## config.mk

```make
export PLATFORM = sky130hd
export DESIGN_NAME = phstep_seq
export DESIGN_NICKNAME = d
export VERILOG_FILES = /design/src/rtl/phstep_pkg.sv /design/src/rtl/phstep_tally.sv /design/src/rtl/phstep_guard.sv /design/src/rtl/phstep_pwidth.sv /design/src/rtl/phstep_seq.sv
export SDC_FILE = /design/constraint.sdc
export NUM_CORES = 1
export LEC_CHECK = 0
export ABC_CLOCK_PERIOD_IN_PS = 2029
export BUFFER_PORTS_ARGS = -buffer_cell sky130_fd_sc_hd__buf_4
export CORE_UTILIZATION = 45
export DETAILED_ROUTE_END_ITERATION = 6
export GPL_TIMING_DRIVEN = 0
export PLACE_DENSITY = 0.68
export SLEW_MARGIN = 20
export SYNTH_ARGS = -nofsm -noshare
export SYNTH_HDL_FRONTEND = slang
export SYNTH_SLANG_ARGS = --single-unit
```

## constraint.sdc

```tcl
create_clock -name clk -period 2.03 [get_ports clk]
set_input_delay 0.406 -clock clk [delete_from_list [all_inputs] [get_ports clk]]
set_output_delay 0.406 -clock clk [all_outputs]
set_load 0.02 [all_outputs]
```

## src/rtl/phstep_pkg.sv

```systemverilog
package phstep_pkg;

   typedef enum logic [1:0] {
      ST_IDLE  = 2'd0,
      ST_SETUP = 2'd1,
      ST_PULSE = 2'd2,
      ST_WAIT  = 2'd3
   } phs_state_t;

   localparam int unsigned SEL_W = 3;
   localparam logic [SEL_W-1:0] SEL_RSVD = 3'b111;

endpackage

```

## src/rtl/phstep_tally.sv

```systemverilog
module phstep_tally #(
   parameter int unsigned CNT_W = 8
) (
   input  logic             clk,
   input  logic             rst_n,
   input  logic             clr,
   input  logic             inc,
   input  logic [CNT_W-1:0] goal,
   output logic             last
);
   localparam int unsigned EXT_W = CNT_W + 1;

   logic [CNT_W-1:0] cnt_q;
   logic [EXT_W-1:0] nxt;

   assign nxt  = {1'b0, cnt_q} + EXT_W'(1);
   assign last = (nxt == {1'b0, goal});

   always_ff @(posedge clk) begin
      if (!rst_n || clr) cnt_q <= '0;
      else if (inc)      cnt_q <= nxt[CNT_W-1:0];
   end

   a_r6_no_wrap: assert property (@(posedge clk) disable iff (!rst_n)
      inc |-> (cnt_q != '1));
endmodule

```

## src/rtl/phstep_guard.sv

```systemverilog
module phstep_guard #(
   parameter int unsigned TMO_W = 16
) (
   input  logic             clk,
   input  logic             rst_n,
   input  logic             clr,
   input  logic             run,
   input  logic [TMO_W-1:0] limit,
   output logic             expired
);
   logic [TMO_W-1:0] cnt_q;

   assign expired = (cnt_q >= limit);

   always_ff @(posedge clk) begin
      if (!rst_n || clr)           cnt_q <= '0;
      else if (run && cnt_q != '1) cnt_q <= cnt_q + TMO_W'(1);
   end
endmodule

```

## src/rtl/phstep_pwidth.sv

```systemverilog
module phstep_pwidth #(
   parameter int unsigned PULSE_CYC = 2
) (
   input  logic clk,
   input  logic rst_n,
   input  logic run,
   output logic last
);
   localparam int unsigned PW_W = (PULSE_CYC > 1) ? $clog2(PULSE_CYC) : 1;

   generate
      if (PULSE_CYC < 1) begin : g_bad_width
         $error("PULSE_CYC must be at least 1");
      end
      if (PULSE_CYC == 1) begin : g_single
         assign last = 1'b1;
      end else begin : g_multi
         logic [PW_W-1:0] cnt_q;
         assign last = (cnt_q == PW_W'(PULSE_CYC - 1));
         always_ff @(posedge clk) begin
            if (!rst_n || !run) cnt_q <= '0;
            else if (!last)     cnt_q <= cnt_q + PW_W'(1);
         end
      end
   endgenerate
endmodule

```

## src/rtl/phstep_seq.sv

```systemverilog
module phstep_seq
   import phstep_pkg::*;
#(
   parameter int unsigned CNT_W     = 8,
   parameter int unsigned TMO_W     = 16,
   parameter int unsigned PULSE_CYC = 2
) (
   input  logic             clk,
   input  logic             rst_n,
   input  logic             req_valid,
   input  logic [2:0]       req_target,
   input  logic             req_up,
   input  logic [CNT_W-1:0] req_steps,
   input  logic [TMO_W-1:0] tmo_limit,
   input  logic             pll_done,
   output logic [2:0]       sel_code,
   output logic             dir_up,
   output logic             step_en,
   output logic             busy,
   output logic             done,
   output logic             err
);
   localparam int unsigned RUN_W = $clog2(PULSE_CYC + 2);

   generate
      if (CNT_W < 1 || CNT_W > 16) begin : g_bad_cnt
         $error("CNT_W out of range");
      end
      if (TMO_W < 2) begin : g_bad_tmo
         $error("TMO_W too small");
      end
   endgenerate

   phs_state_t       st_q;
   logic [2:0]       sel_q;
   logic             dir_q, en_q, done_q, err_q, lowseen_q;
   logic [CNT_W-1:0] goal_q;
   logic             tmo_hit, pw_last, tally_last, step_ok;

   assign step_ok = (st_q == ST_WAIT) && lowseen_q && pll_done;

   phstep_tally #(.CNT_W(CNT_W)) u_tally (
      .clk(clk), .rst_n(rst_n), .clr(st_q == ST_IDLE), .inc(step_ok),
      .goal(goal_q), .last(tally_last));

   phstep_guard #(.TMO_W(TMO_W)) u_guard (
      .clk(clk), .rst_n(rst_n), .clr(st_q == ST_SETUP),
      .run(st_q == ST_PULSE || st_q == ST_WAIT),
      .limit(tmo_limit), .expired(tmo_hit));

   phstep_pwidth #(.PULSE_CYC(PULSE_CYC)) u_pw (
      .clk(clk), .rst_n(rst_n), .run(st_q == ST_PULSE), .last(pw_last));

   always_ff @(posedge clk) begin
      if (!rst_n) begin
         st_q      <= ST_IDLE;
         sel_q     <= '0;
         dir_q     <= 1'b0;
         en_q      <= 1'b0;
         done_q    <= 1'b0;
         err_q     <= 1'b0;
         lowseen_q <= 1'b0;
         goal_q    <= '0;
      end else begin
         done_q <= 1'b0;
         err_q  <= 1'b0;
         unique case (st_q)
            ST_IDLE: if (req_valid) begin
               if (req_target == SEL_RSVD)  err_q  <= 1'b1;
               else if (req_steps == '0)    done_q <= 1'b1;
               else begin
                  st_q   <= ST_SETUP;
                  sel_q  <= req_target;
                  dir_q  <= req_up;
                  goal_q <= req_steps;
               end
            end
            ST_SETUP: begin
               st_q      <= ST_PULSE;
               en_q      <= 1'b1;
               lowseen_q <= 1'b0;
            end
            ST_PULSE: begin
               if (!pll_done) lowseen_q <= 1'b1;
               if (tmo_hit) begin
                  st_q <= ST_IDLE; en_q <= 1'b0; sel_q <= '0; dir_q <= 1'b0;
                  err_q <= 1'b1;
               end else if (pw_last) begin
                  en_q <= 1'b0;
                  st_q <= ST_WAIT;
               end
            end
            ST_WAIT: begin
               if (!pll_done) lowseen_q <= 1'b1;
               if (step_ok) begin
                  if (tally_last) begin
                     st_q <= ST_IDLE; sel_q <= '0; dir_q <= 1'b0;
                     done_q <= 1'b1;
                  end else begin
                     st_q <= ST_SETUP;
                  end
               end else if (tmo_hit) begin
                  st_q <= ST_IDLE; sel_q <= '0; dir_q <= 1'b0;
                  err_q <= 1'b1;
               end
            end
            default: st_q <= ST_IDLE;
         endcase
      end
   end

   assign sel_code = sel_q;
   assign dir_up   = dir_q;
   assign step_en  = en_q;
   assign busy     = (st_q != ST_IDLE);
   assign done     = done_q;
   assign err      = err_q;

   // Run-length of step_en, kept only for the pulse-width property.
   logic [RUN_W-1:0] run_q;
   always_ff @(posedge clk) begin
      if (!rst_n || !step_en) run_q <= '0;
      else if (run_q != '1)   run_q <= run_q + RUN_W'(1);
   end

   a_r1_reset_quiet: assert property (@(posedge clk)
      !rst_n |=> (!step_en && !busy && !done && !err && sel_code == '0 && !dir_up));
   a_r2_sel_stable: assert property (@(posedge clk) disable iff (!rst_n)
      (busy && $past(busy)) |-> ($stable(sel_code) && $stable(dir_up)));
   a_r3_no_rsvd_pulse: assert property (@(posedge clk) disable iff (!rst_n)
      step_en |-> (sel_code != SEL_RSVD));
   a_r4_pulse_cap: assert property (@(posedge clk) disable iff (!rst_n)
      step_en |-> (run_q < RUN_W'(PULSE_CYC)));
   a_r4_pulse_len: assert property (@(posedge clk) disable iff (!rst_n)
      ($fell(step_en) && !err) |-> (run_q == RUN_W'(PULSE_CYC)));
   a_r6_done_single: assert property (@(posedge clk) disable iff (!rst_n)
      done |=> !done);
   a_r8_err_single: assert property (@(posedge clk) disable iff (!rst_n)
      err |=> !err);
   a_r10_flags_exclusive: assert property (@(posedge clk) disable iff (!rst_n)
      $onehot0({done, err, busy}));
   a_r10_idle_no_step: assert property (@(posedge clk) disable iff (!rst_n)
      !busy |-> !step_en);
endmodule

```

; Word level (Yosys, flattened, before mapping)
; Cells that the tools add are included.
; W data, S select, Z words.
[op_classes]
n_reduce_logical = 21
eq_ne = 13
addsub = 3
mux = 40
bitwise_logic = 2
magnitude_cmp = 1
[op_table]
columns = cell, count
row1 = $mux W1, 20
row2 = $mux W3, 6
row3 = $add A16 B1 Y16 const B, 1
row4 = $ge A16 B16 Y1, 1
row5 = $ne A16 B16 Y1 const B, 1
row6 = $mux W2, 7
row7 = $reduce_and A5 Y1, 2
row8 = $add A8 B1 Y9 const B, 1
row9 = $eq A9 B8 Y1, 1
row10 = $ne A3 B3 Y1 const B, 3
row11 = $pmux W3 S3, 1
row12 = $logic_not A8 Y1, 1
row13 = $ne A2 B2 Y1 const B, 4
row14 = $pmux W2 S4, 1
row15 = $pmux W1 S2, 3
row16 = $pmux W1 S3, 2
row17 = $reduce_bool A2 Y1, 3
row18 = $eq A2 B2 Y1 const B, 2
row19 = $logic_or A1 B1 Y1, 4
row20 = $reduce_and A2 Y1, 2
row21 = $reduce_and A4 Y1, 1
row22 = $eq A3 B3 Y1 const B, 1
row23 = $logic_and A1 B1 Y1, 3
row24 = $reduce_bool A3 Y1, 1
row25 = other kinds (6), 8
[word_totals]
out_inout_bits = 8
regBits = 43

; Longest topological paths before layout
[logic_depth]
ltp_word = 5
ltp_mapped = 8
depth_no_buf = 8

; By module
; Synthesis repeated with hierarchy kept, for this count alone.
[hier_totals]
hier_cells = 325
hier_area_um2 = 2806.4
[modules_own_cells]
columns = module, area_each_um2, instances, seq_area_each_um2, cells_each
row1 = phstep_guard, 1273.7, 1, 320.3, 152
row2 = phstep_seq, 920.9, 1, 360.3, 105
row3 = phstep_tally, 585.6, 1, 160.2, 66
row4 = phstep_pwidth, 26.3, 1, 20.0, 2

; Least setup slack after synthesis
; Ideal clock, no wire load.
[synth_timing]
path_type = input port to flip-flop
start = input tmo_limit[0]
end = register st_q[1]
t_arrival_ps = 1885
required_time_ps = 1915
n_path_buf = 0
path_slack_ps = 31
cell_stages = 7
setup_ps = 115
cell_sequence = ha_1 nand2b_1 a2111oi_0 o21a_1 o21ai_0 o2111a_1 o21a_1
[synth_via]
elab_chain_cells = 3
elab_cells_between_ends = 6
cone_classes = order compare: 1 / eq/ne: 2 / mux: 2 / reduce/logical: 1
[synth_lines]
columns = element, line_no
row1 = start: declaration, phstep_seq.sv:14  ; input logic [TMO_W-1:0] tmo_limit,
row2 = $ge A16 B16 Y1 *, phstep_guard.sv:13  ; assign expired = (cnt_q >= limit);
row3 = $ne A3 B3 Y1 (no line) or $mux W2 (tied branches), --
row4 = $reduce_and A5 Y1 (no line) or $pmux W2 S4 (tied branches), --
row5 = end signal: assignment, phstep_seq.sv:56  ; st_q <= ST_IDLE;
row6 = end signal: assignment, phstep_seq.sv:72  ; st_q <= ST_SETUP;
row7 = end signal: assignment, phstep_seq.sv:79  ; st_q <= ST_PULSE;
row8 = end: declaration, phstep_seq.sv:34  ; phs_state_t st_q;
; Every way passes the cells marked *; elsewhere a longest branch is shown, timed or not.
; A chain may end at the register's enable or synchronous reset.

; Final worst setup path
[layout_timing]
start = register u_guard.cnt_q[11]
end = register st_q[1]
[layout_via]
elab_chain_cells = 3
elab_cells_between_ends = 6
cone_classes = order compare: 1 / eq/ne: 2 / mux: 2 / reduce/logical: 1
[layout_lines]
columns = element, line_no
row1 = start: declaration, phstep_guard.sv:11  ; logic [TMO_W-1:0] cnt_q;
row2 = start signal: assignment, phstep_guard.sv:17  ; else if (run && cnt_q != '1) cnt_q <= cnt_q + TMO_W'(1);
row3 = $ge A16 B16 Y1 *, phstep_guard.sv:13
row4 = $ne A3 B3 Y1 (no line) or $mux W2 (tied branches), --
row5 = $reduce_and A5 Y1 (no line) or $pmux W2 S4 (tied branches), --
; Marked as above.

==> results.py <==
metrics = {
    "pwr": {
        "p_leak_nw": 1.391,
        "p_per_area_nw_per_um2": 729.0,
        "fin_total_pwr_mw": 2.580,
        "worst_ir_drop_vdd_v": 0.0006720,
    },
    "clocking": {
        "cts-root-buf": "clkbuf_8",
        "cts_sinks": 43,
        "cts_tree": "done",
        "clk_latency_ns": 0.30,
        "clk_pin_slew_worst_paths_ns": 0.08,
        "htree_num_levels": 2,
        "numCtsBuffers": 5,
        "clockBufferDepth": 2,
    },
    "synth": {
        "synth_fa_ha_area_share_pct": 10.57,
        "ys_top_cells_by_area": "dfxtp_1 (33%), ha_1 (11%), xnor2_1 (4.7%)",
        "synth_top_family_by_area": "simple AND/OR/NAND/NOR gates",
        "synth-seq-cells": 43,
        "synth_edf_count": 0,
        "synth_xor_xnor_area_share_pct": 8.357,
        "syn_avg_cell_area_um2": 8.244,
        "syn_area_um2": 2605,
        "synth-simple-area-share_pct": 23.05,
        "yosysSeqAreaShare_pct": 33.05,
        "netlist.area_leader.share_pct": 33.05,
        "yosysTopAreaCell": "dfxtp_1",
        "netlist-cell-type-count": 52,
        "ys.flop_type": "dfxtp_1",
        "yosysMostFrequentCell": "dfxtp_1",
        "synthArstFlopShare_pct": 0,
        "synth_compound_area_share_pct": 19.36,
        "synth.area.mux_share_pct": 0.4323,
        "yosys_warnings": 0,
        "syn_nets": 370,
        "synth_common_cells": "dfxtp_1 (43), nand2_1 (32), nor2_1 (30)",
        "postSynthCellCount": 316,
    },
    "die": {
        "ios": 40,
        "die_y_um": 78.09,
        "die_area_um2": 6097,
        "start_util_pct": 47.02,
        "core_area_um2": 5540,
        "die-width_um": 78.09,
        "rows": 27,
    },
    "grt": {
        "antenna_found_initial": 0,
        "grt_pass1_wl_um": 10300,
        "gr-total-overflow": 0,
        "grt_pass1_vias": 2303,
        "grt_max_degree": 13,
        "grt_usage_pct": 20.86,
    },
    "timing": {
        "maxSlewViolCount": 0,
        "setup_viol": 0,
        "fin_crit_ns": 1.997,
        "slew_headroom_pct": 62.69,
        "min_period_over_period_pct": 98.38,
        "rsz0062_at_grt": "yes",
        "fin_ws_ns": 0.03281,
        "fmax_mhz": 500.7,
        "clock_skew_ns": 0.004506,
        "hold_viol_final": 0,
        "hold_slack_ns": 0.3561,
        "tightest_slew_ns": 0.5560,
    },
    "finish": {
        "n_antenna_cell": 0,
        "syn2layout_area_growth_pct": 35.88,
        "final_cells": 453,
        "drive_gt1_share_pct": 33.07,
        "final_nets": 434,
        "finish.utilization_pct": 63.89,
    },
    "placement": {
        "dp_hpwl_um": 4323,
        "dp_worst_setup_slack_ns": -0.4324,
        "place_inst": 427,
        "place_congestion": 0.7993,
        "port_buffers": 39,
    },
    "flow_run": {
        "maxCapViolCount": 0,
    },
    "detailed_routing": {
        "drtPass1Iterations": 4,
        "routed_wl_um": 6275,
        "drc": 0,
        "detail-route-antenna-nets": 0,
        "avgViaCountPerCell": 5.426,
        "vias": 2458,
        "dr.first_iter.drc_count": 177,
        "wire_per_inst_um": 13.85,
    },
    "worst_hold_path": {
        "hold_path_class": "in2reg",
    },
    "setup_path": {
        "crit_path_end_kind": "flip-flop",
        "cp.arrival_ns": 2.24,
        "critPathKind": "reg2reg",
        "critical_path.max_fanout": 3,
        "required_ns": 2.28,
        "cp-start-kind": "flip-flop",
    },
    "outcome": {
        "status": "finished, final reports clean",
    },
}
## final timing paths
check / startpoint / cells after the start / slack [ns] / end
max reg2reg: u_guard.cnt_q[11]$_SDFFE_PP0P_ / 9 / 0.03 / st_q[1]$_SDFFE_PN0P_
max: u_guard.cnt_q[11]$_SDFFE_PP0P_ / 9 / 0.03 / st_q[1]$_SDFFE_PN0P_
min reg2reg: goal_q[5]$_SDFFE_PN0P_ / 2 / 0.47 / goal_q[5]$_SDFFE_PN0P_
min: rst_n / 2 / 0.36 / step_en$_SDFFE_PN0P_
## registers in the layout, summed over array words and instances, names as in the netlist
| signal | flops |
|---|---|
| done | 1 |
| goal_q | 8 |
| lowseen_q | 1 |
| u_guard.cnt_q | 16 |
| st_q | 2 |
| sel_code | 3 |
| step_en | 1 |
| dir_up | 1 |
| err | 1 |
| u_tally.cnt_q | 8 |
| u_pw.last | 1 |
## per-stage QoR
| step | cell area [µm²] | setup TNS, ns |
|---|---|---|
| after floorplan | 2605 | 0 |
| after global placement | 2988 | -2.786 |
| after detailed placement | 2988 | -2.926 |
| after CTS | 3206 | 0 |
| after global routing | 3540 | -0.1575 |
| final | 3540 | 0 |
## layout by cell type (no fill, tap or decap), types with 3 or more instances in the layout
| cell | n |
|---|---|
| nor2_1 | 29 |
| nor3_1 | 4 |
| o211ai_1 | 3 |
| a21oi_2 | 3 |
| xnor2_1 | 14 |
| a31oi_1 | 5 |
| ha_4 | 9 |
| inv_1 | 23 |
| o21ai_1 | 4 |
| a21oi_1 | 16 |
| clkbuf_2 | 3 |
| nand2_1 | 31 |
| xor2_1 | 9 |
| dfxtp_2 | 6 |
| dfxtp_4 | 7 |
| dfxtp_1 | 30 |
| clkbuf_8 | 7 |
| clkbuf_1 | 3 |
| a22oi_1 | 4 |
| nor2b_1 | 3 |
| buf_4 | 57 |
| and3_1 | 4 |
| nand3_1 | 13 |
| o21ai_0 | 9 |
| o21a_1 | 4 |
| ha_1 | 13 |
| a311oi_2 | 3 |
| or3_1 | 6 |
| nand4_1 | 4 |
## metal layers
layer	routed length, µm	share of wire (%)	track usage (%)
met1	2905	46	27.33
met2	3059	49	34.21
met3	253	4.0	4.884
met4	57	0.91	5.741
met5	0	0	0
## cell type report
cell class / instances / area, µm²
multi-input cells: 240 / 1883
plain buffers: 9 / 53.80
clock buffers: 8 / 100.1
inverters: 24 / 90.09
flip-flops and latches: 43 / 894.6
repair buffers: 57 / 427.9
well taps: 72 / 90.09
fillers: 492 / 2001
## critical path: stages (launching register included)
cell and delay (ns):
dfxtp_2 0.39, ha_4 0.22, a21oi_2 0.14, o21ai_2 0.09, a221oi_4 0.37, o211ai_1 0.20, buf_4 0.18, buf_4 0.12
a21oi_1 0.14, o21a_1 0.12
## where the power goes
group	total [mW]	leakage [nW]	internal, mW	switching [mW]
combinational	0.975	0.982	0.430	0.545
sequential	1.00	0.358	0.926	0.0748
clock	0.604	0.0515	0.311	0.293
## cell families after synthesis
family	after synthesis
adders and majority gates	22
and+or+nand+nor	119
AOI/OAI and AO/OA	74
xor gates and xnor gates	24
DFF	43
buffers and inverters	33
muxes	1
## what timing repair did
item | in CTS | in global routing
gates resized for setup | 21 | 57
setup endpoints to repair | 9 | 18
pin swaps | 8 | 16
buffers inserted | 8 | 10
hold buffers | 0 | 0
(Power assumes the default switching activity.)
